<file path="src/rtl/bec_pkg.sv">
package bec_pkg;
    localparam int WORD_W    = 16;
    localparam int SHORT_DEG = 11;
    localparam int LONG_DEG  = 21;
    localparam int CHK_W     = SHORT_DEG + LONG_DEG;

    // full polynomials including the leading term
    localparam logic [SHORT_DEG:0] SHORT_POLY = {1'b1, {(SHORT_DEG-3){1'b0}}, 3'b101};
    localparam logic [LONG_DEG:0]  LONG_POLY  = {1'b1, {(LONG_DEG-1){1'b0}}, 1'b1};

    // carry-less product of the two factors gives the write generator
    function automatic logic [CHK_W:0] clmul(input logic [SHORT_DEG:0] a,
                                             input logic [LONG_DEG:0]  b);
        logic [CHK_W:0] acc;
        acc = '0;
        for (int i = 0; i <= SHORT_DEG; i++) begin
            if (a[i]) acc = acc ^ ({{(CHK_W-LONG_DEG){1'b0}}, b} << i);
        end
        return acc;
    endfunction

    localparam logic [CHK_W:0] FULL_POLY = clmul(SHORT_POLY, LONG_POLY);

    typedef enum logic {
        MODE_WRITE = 1'b0,
        MODE_READ  = 1'b1
    } bec_mode_e;

    typedef struct packed {
        logic [LONG_DEG-1:0]  long_rem;
        logic [SHORT_DEG-1:0] short_rem;
    } bec_split_t;
endpackage

</file>
<file path="src/rtl/bec_write_step.sv">
module bec_write_step #(
    parameter int W = bec_pkg::CHK_W,
    parameter logic [W-1:0] TAPS = bec_pkg::FULL_POLY[bec_pkg::CHK_W-1:0]
) (
    input  logic [W-1:0] cur,
    input  logic         din,
    input  logic         shift_out,
    output logic [W-1:0] nxt
);
    logic fb;

    always_comb begin
        // premultiplied division: feedback is register MSB xor data
        fb  = shift_out ? 1'b0 : (cur[W-1] ^ din);
        nxt = {cur[W-2:0], 1'b0} ^ (fb ? TAPS : '0);
    end
endmodule

</file>
<file path="src/rtl/bec_read_step.sv">
module bec_read_step #(
    parameter int LDEG = bec_pkg::LONG_DEG,
    parameter int SDEG = bec_pkg::SHORT_DEG,
    parameter logic [SDEG-1:0] STAPS = bec_pkg::SHORT_POLY[bec_pkg::SHORT_DEG-1:0]
) (
    input  logic [LDEG-1:0] long_cur,
    input  logic [SDEG-1:0] short_cur,
    input  logic            din,
    output logic [LDEG-1:0] long_nxt,
    output logic [SDEG-1:0] short_nxt
);
    logic s_fb;

    always_comb begin
        // X^LDEG + 1: plain reduction, top bit wraps into bit 0
        long_nxt  = {long_cur[LDEG-2:0], long_cur[LDEG-1] ^ din};
        // short factor with X^SDEG premultiplication
        s_fb      = short_cur[SDEG-1] ^ din;
        short_nxt = {short_cur[SDEG-2:0], 1'b0} ^ (s_fb ? STAPS : '0);
    end
endmodule

</file>
<file path="src/rtl/bec_classify.sv">
module bec_classify
    import bec_pkg::*;
(
    input  bec_split_t st,
    output logic       any_nz,
    output logic       one_sided
);
    logic l_nz, s_nz;

    always_comb begin
        l_nz      = |st.long_rem;
        s_nz      = |st.short_rem;
        any_nz    = l_nz | s_nz;
        one_sided = l_nz ^ s_nz;
    end
endmodule

</file>
<file path="src/rtl/burst_ecc_gen.sv">
module burst_ecc_gen
    import bec_pkg::*;
(
    input  logic             clk,
    input  logic             rst,
    input  logic             clr,
    input  logic             bit_vld,
    input  logic             bit_in,
    input  logic             mode,
    input  logic             append,
    output logic             bit_out,
    output logic [CHK_W-1:0] syndrome,
    output logic             syn_nz,
    output logic             uncorrectable
);
    bec_mode_e        mode_e;
    bec_split_t       state_q;
    logic [CHK_W-1:0] wr_nxt;
    bec_split_t       rd_nxt;
    logic             shifting;

    assign mode_e   = bec_mode_e'(mode);
    assign shifting = (mode_e == MODE_WRITE) && append;

    bec_write_step u_wr (
        .cur       (state_q),
        .din       (bit_in),
        .shift_out (shifting),
        .nxt       (wr_nxt)
    );

    bec_read_step u_rd (
        .long_cur  (state_q.long_rem),
        .short_cur (state_q.short_rem),
        .din       (bit_in),
        .long_nxt  (rd_nxt.long_rem),
        .short_nxt (rd_nxt.short_rem)
    );

    bec_classify u_cls (
        .st        (state_q),
        .any_nz    (syn_nz),
        .one_sided (uncorrectable)
    );

    always_ff @(posedge clk) begin
        if (rst || clr) begin
            state_q <= '0;
        end else if (bit_vld) begin
            if (mode_e == MODE_WRITE) state_q <= wr_nxt;
            else                      state_q <= rd_nxt;
        end
    end

    assign bit_out  = shifting ? state_q[CHK_W-1] : bit_in;
    assign syndrome = state_q;
endmodule

</file>
<file path="config.mk">
export PLATFORM = sky130hd
export DESIGN_NAME = burst_ecc_gen
export DESIGN_NICKNAME = d
export VERILOG_FILES = /design/src/rtl/bec_pkg.sv /design/src/rtl/bec_write_step.sv /design/src/rtl/bec_read_step.sv /design/src/rtl/bec_classify.sv /design/src/rtl/burst_ecc_gen.sv
export SDC_FILE = /design/constraint.sdc
export NUM_CORES = 1
export LEC_CHECK = 0
export BUFFER_PORTS_ARGS = -buffer_cell sky130_fd_sc_hd__buf_4
export CAP_MARGIN = 20
export CORE_ASPECT_RATIO = 1.4
export CORE_MARGIN = 4
export CORE_UTILIZATION = 49
export DETAILED_ROUTE_END_ITERATION = 8
export GPL_TIMING_DRIVEN = 0
export PLACE_DENSITY = 0.77
export SETUP_SLACK_MARGIN = 0.4
export SYNTH_ARGS = -nofsm -noshare
export SYNTH_HDL_FRONTEND = slang
export SYNTH_SLANG_ARGS = --single-unit
</file>
<file path="constraint.sdc">
create_clock -name clk -period 1.93 [get_ports clk]
set_input_delay 0.386 -clock clk [delete_from_list [all_inputs] [get_ports clk]]
set_output_delay 0.386 -clock clk [all_outputs]
set_load 0.02 [all_outputs]
</file>
# Yosys cells after proc, flatten, opt, wreduce, memory -nomap -nowiden
# Cells that the tools add are included.
[classes]
addsub = 0
n_mul = 0
div_mod_pow = 0
magnitude_cmp = 0
eq_ne = 0
n_shift = 0
n_mux = 5
n_bitwise = 7
n_reduce_logical = 4
[ops]
columns = ["operator", "count"]
rows = [
  ["$mux W32", 1],
  ["$xor A32 B32 Y32", 1],
  ["$mux W24", 1],
  ["$reduce_or A21 Y1", 1],
  ["$reduce_or A11 Y1", 1],
  ["$xor A11 B11 Y11", 1],
  ["$mux W3", 1],
  ["$xor A1 B1 Y1", 3],
  ["$mux W1", 2],
  ["$logic_and A1 B1 Y1", 1],
  ["$logic_or A1 B1 Y1", 1],
  ["$not A1 Y1", 1],
  ["$or A1 B1 Y1", 1],
]
[word_totals]
ff_bits = 32
latch_bits = 0
mem_bits_rw = 0
mem_bits_ro = 0
in_bits = 7
word_cells = 18
n_memories = 0

# Logic depth before layout (Yosys ltp)
[logic_depth]
ltp_word = 6
depth_mapped = 5

# Modules after synthesis
# A second synthesis with hierarchy kept.
[unflattened]
cells_unflattened = 226
hier_area_um2 = 2110.8
[by_module_without_submodules]
columns = ["mod", "instances", "cells_each", "area_each_um2", "seq_area_each_um2"]
rows = [
  ["burst_ecc_gen", 1, 146, 1490.2, 640.6],
  ["bec_read_step", 1, 33, 266.5, 0.0],
  ["bec_write_step", 1, 34, 265.3, 0.0],
  ["bec_classify", 1, 13, 88.8, 0.0],
]

# Worst setup path after synthesis
# No wires, ideal clock.
[synth_timing]
path_kind = "reg2out"
startpoint = "reg state_q, in the netlist syndrome[15]"
endpoint = "out uncorrectable"
t_arrival_ns = 1.463
t_required_ns = 1.544
path_slack_ns = 0.081
stages_incl_launch_ff = 4
path_buffers = 0
cell_sequence = "dfxtp_1 > or4_1 > nor4_1 > ha_1"
[synth_between]
elab_chain_cells = 2
[synth_lines]
columns = ["element", "line", "rtl"]
rows = [
  ["from (decl)", "burst_ecc_gen.sv:17", "bec_split_t state_q;"],
  ["from (signal assigned)", "burst_ecc_gen.sv:50", "if (mode_e == MODE_WRITE) state_q <= wr_nxt;"],
  ["from (signal assigned)", "burst_ecc_gen.sv:51", "else state_q <= rd_nxt;"],
  ["$reduce_or A21 Y1", "bec_classify.sv:11", "l_nz = |st.long_rem;"],
  ["$xor A1 B1 Y1", "bec_classify.sv:14", "one_sided = l_nz ^ s_nz;"],
  ["to (decl)", "burst_ecc_gen.sv:14", "output logic uncorrectable"],
]
# No other way between the ends.

# Worst setup path after layout
[layout_timing]
startpoint = "reg state_q, in the netlist syndrome[16]"
endpoint = "out uncorrectable"
# The elaborated chain is that of the path after synthesis.

==> impl_metrics.sql <==
INSERT INTO impl_metrics (metric_group, metric, value, unit) VALUES
('synth', 'synthFlopType', 'sky130_fd_sc_hd__dfxtp_1', ''),
('synth', 'syn_inst', '132', ''),
('power_and_ir_drop', 'power.density_cell_area', '675.8', 'nW/um^2'),
('hold_path', 'number_of_instances_on_the_worst_hold_path', '4', ''),
('global_route', 'leftover_overflow_at_the_end_of_global_routing', '0', ''),
('critical_path', 'timing.critical_path.fanout_max', '2', ''),
('synth', 'synth_warnings', '0', ''),
('finish', 'num-fill-cells', '208', ''),
('routing', 'wl_per_cell', '14.58', 'um'),
('critical_path', 'cp-start-kind', 'register', ''),
('die', 'initial_utilization', '0.5299', ''),
('routing', 'drc', '0', ''),
('critical_path', 'crit_arrival', '1.82', 'ns'),
('synth', 'synth_top_family_by_area', 'multiplexers', ''),
('synth', 'post_synth_fa_ha_maj_area_fraction', '0.009560', ''),
('sta', 'layout_worst_path_cycle_share', '1.144', ''),
('cts', 'numClockSinks', '32', ''),
('finish', 'drive_above_1_share', '0.3825', ''),
('power_and_ir_drop', 'p_leak', '0.8589', 'nW'),
('sta', 'timing.final.ws_setup', '-0.2774', 'ns'),
('finish', 'mostFrequentLayoutCell', 'sky130_fd_sc_hd__buf_4', ''),
('cts', 'clk_root_buffer_cell', 'sky130_fd_sc_hd__clkbuf_4', ''),
('run_status', 'run_status', 'finished with violations', ''),
('placement', 'buffer_ports.inserted', '40', ''),
('critical_path', 'critical_path_class', 'register to primary output', ''),
('cts', 'tritoncts', 'done', ''),
('sta', 'rsz_0062_raised_after_global_routing', 'true', ''),
('run_status', 'failed_checks', 'negative setup slack', ''),
('synth', 'number_of_nets_in_the_synthesized_netlist', '140', ''),
('routing', 'drt_pre_antenna_iters', '4', ''),
('global_route', 'pin_count_of_the_biggest_net_entering_global_routing', '11', ''),
('routing', 'wirelength', '3164', 'um'),
('synth', 'synth_enable_flop_cells', '0', ''),
('hold_path', 'worstHoldPathType', 'primary input to register', ''),
('synth', 'muxShareOfSynthArea', '0.2228', ''),
('die', 'floorplan.die_area', '3574', 'um^2'),
('cts', 'post_cts_hold_buffer_count', '0', ''),
('synth', 'synth-seq-cells', '32', ''),
('cts', 'cts_made_buffers', '5', ''),
('global_route', 'grt.total_usage', '0.1891', ''),
('routing', 'antenna_left', '0', ''),
('sta', 'report.final.setup_viol', '2', ''),
('sta', 'clock-skew-final', '0.006911', 'ns'),
('synth', 'yosys.area_share.xor_xnor', '0.04015', ''),
('critical_path', 'reg2reg_depth', '5', ''),
('die', 'fp.dieH', '69.15', 'um'),
('cts', 'max-clock-path-buffers', '2', ''),
('critical_path', 'cp-end-kind', 'primary output', ''),
('sta', 'worst-slew-pin-transition', '0.4476', 'ns'),
('die', 'die_boundary_width', '51.68', 'um'),
('critical_path', 'worst-endpoint-required', '1.54', 'ns'),
('cts', 'clock_insertion_delay_worst_skew', '0.34', 'ns'),
('global_route', 'grt_pass1_wl', '5099', 'um'),
('global_route', 'grt_met3_usage', '0.06034', ''),
('finish', 'layout.nets', '191', ''),
('finish', 'area_growth_syn_to_layout', '39.58', '%'),
('finish', 'largest_register_ffs', '32', ''),
('placement', 'gp_congestion', '0.7777', ''),
('critical_path', 'setup.reg_to_reg.worst_slack', '0.54', 'ns'),
('finish', 'num_antenna_cells', '0', ''),
('global_route', 'use_met2', '0.3144', ''),
('finish', 'most-common-layout-cells', '42 x sky130_fd_sc_hd__buf_4, 29 x sky130_fd_sc_hd__nor2_1, 28 x sky130_fd_sc_hd__mux2i_1', ''),
('synth', 'syn_avg_cell_area', '9.915', 'um^2'),
('global_route', 'gr-usage-met1', '0.2168', ''),
('sta', 'hold_violations', '0', ''),
('routing', 'via_total_after_detailed_routing', '1148', ''),
('global_route', 'number_of_global_route_vias_before_repair', '1099', ''),
('die', 'placementRows', '21', ''),
('die', 'io-pin-count', '42', ''),
('sta', 'clock.fmax', '0.4530', 'GHz'),
('power_and_ir_drop', 'finalPower', '0.001234', 'W');
## worst max-delay path, stage by stage (launching register included)
cell and delay [ns]:
sky130_fd_sc_hd__dfxtp_2 0.33, sky130_fd_sc_hd__or4_4 0.54, sky130_fd_sc_hd__nor4_4 0.21, sky130_fd_sc_hd__ha_1 0.27
sky130_fd_sc_hd__buf_6 0.13
## cells by family after synthesis
group                    count (synthesis)
buffers and inverters                    9
AND/OR/NAND/NOR                         44
XOR/XNOR                                 6
adder cells (fa/ha/maj)                  1
AO/OA/AOI/OAI                           11
flip-flops                              32
multiplexers                            29
## metal layers
layer  vias up  wire, um
li1        561         -
met5         -         0
met3         6       183
met4         0        53
met1       543      1264
met2        38      1662
## area by class of cell
type | instances | area, um^2 | area share
timing repair buffer | 44 | 337.8 | 0.1849
sequential | 32 | 649.4 | 0.3555
tap | 34 | 42.54 | 0.02329
multi-input combinational | 91 | 693.2 | 0.3795
inverter | 2 | 7.507 | 0.004110
buffer | 7 | 31.28 | 0.01712
clock buffer | 7 | 65.06 | 0.03562
## repair_timing
item                       4_1_cts  5_1_grt
gates resized for setup         11        5
cloned                           0        0
pin swaps                        4        4
setup endpoints to repair        3        3
setup buffers                    2        2
## synth_stat cells (all sizes together), types with 2 or more instances
master  instances
inv             2
o21ai           4
buf             4
nor2           29
nor3            2
xor2            3
a21oi           5
clkbuf          3
mux2i          28
xnor2           3
nor4            7
dfxtp          32
## power by group
part | switching, W | total (W) | internal (W)
logic | 0.0000778 | 0.000142 | 0.0000643
clock network | 0.000217 | 0.000423 | 0.000206
registers | 0.00000606 | 0.000669 | 0.000663
## stage by stage
stage	setup slack [ns]	instances	utilization	cell area, um^2	hold WS [ns]
after floorplan	0.1838	132	-	1311	0.5519
after global placement	-0.08911	206	0.6697	1654	0.4914
after global routing	-0.3280	217	0.7396	1827	0.4044
final	-0.2774	217	0.7396	1827	0.3857
after CTS	-0.2956	215	0.7249	1790	0.3724
after detailed placement	-0.1686	206	0.6697	1654	0.5063
## path summary, 6_finish.rpt
path | start | to
max | syndrome[16] | uncorrectable
min | rst | syndrome[11]
max reg2reg | syndrome[31] | syndrome[11]
min reg2reg | syndrome[3] | syndrome[3]
No activity file was read; power rests on OpenSTA's default activity.
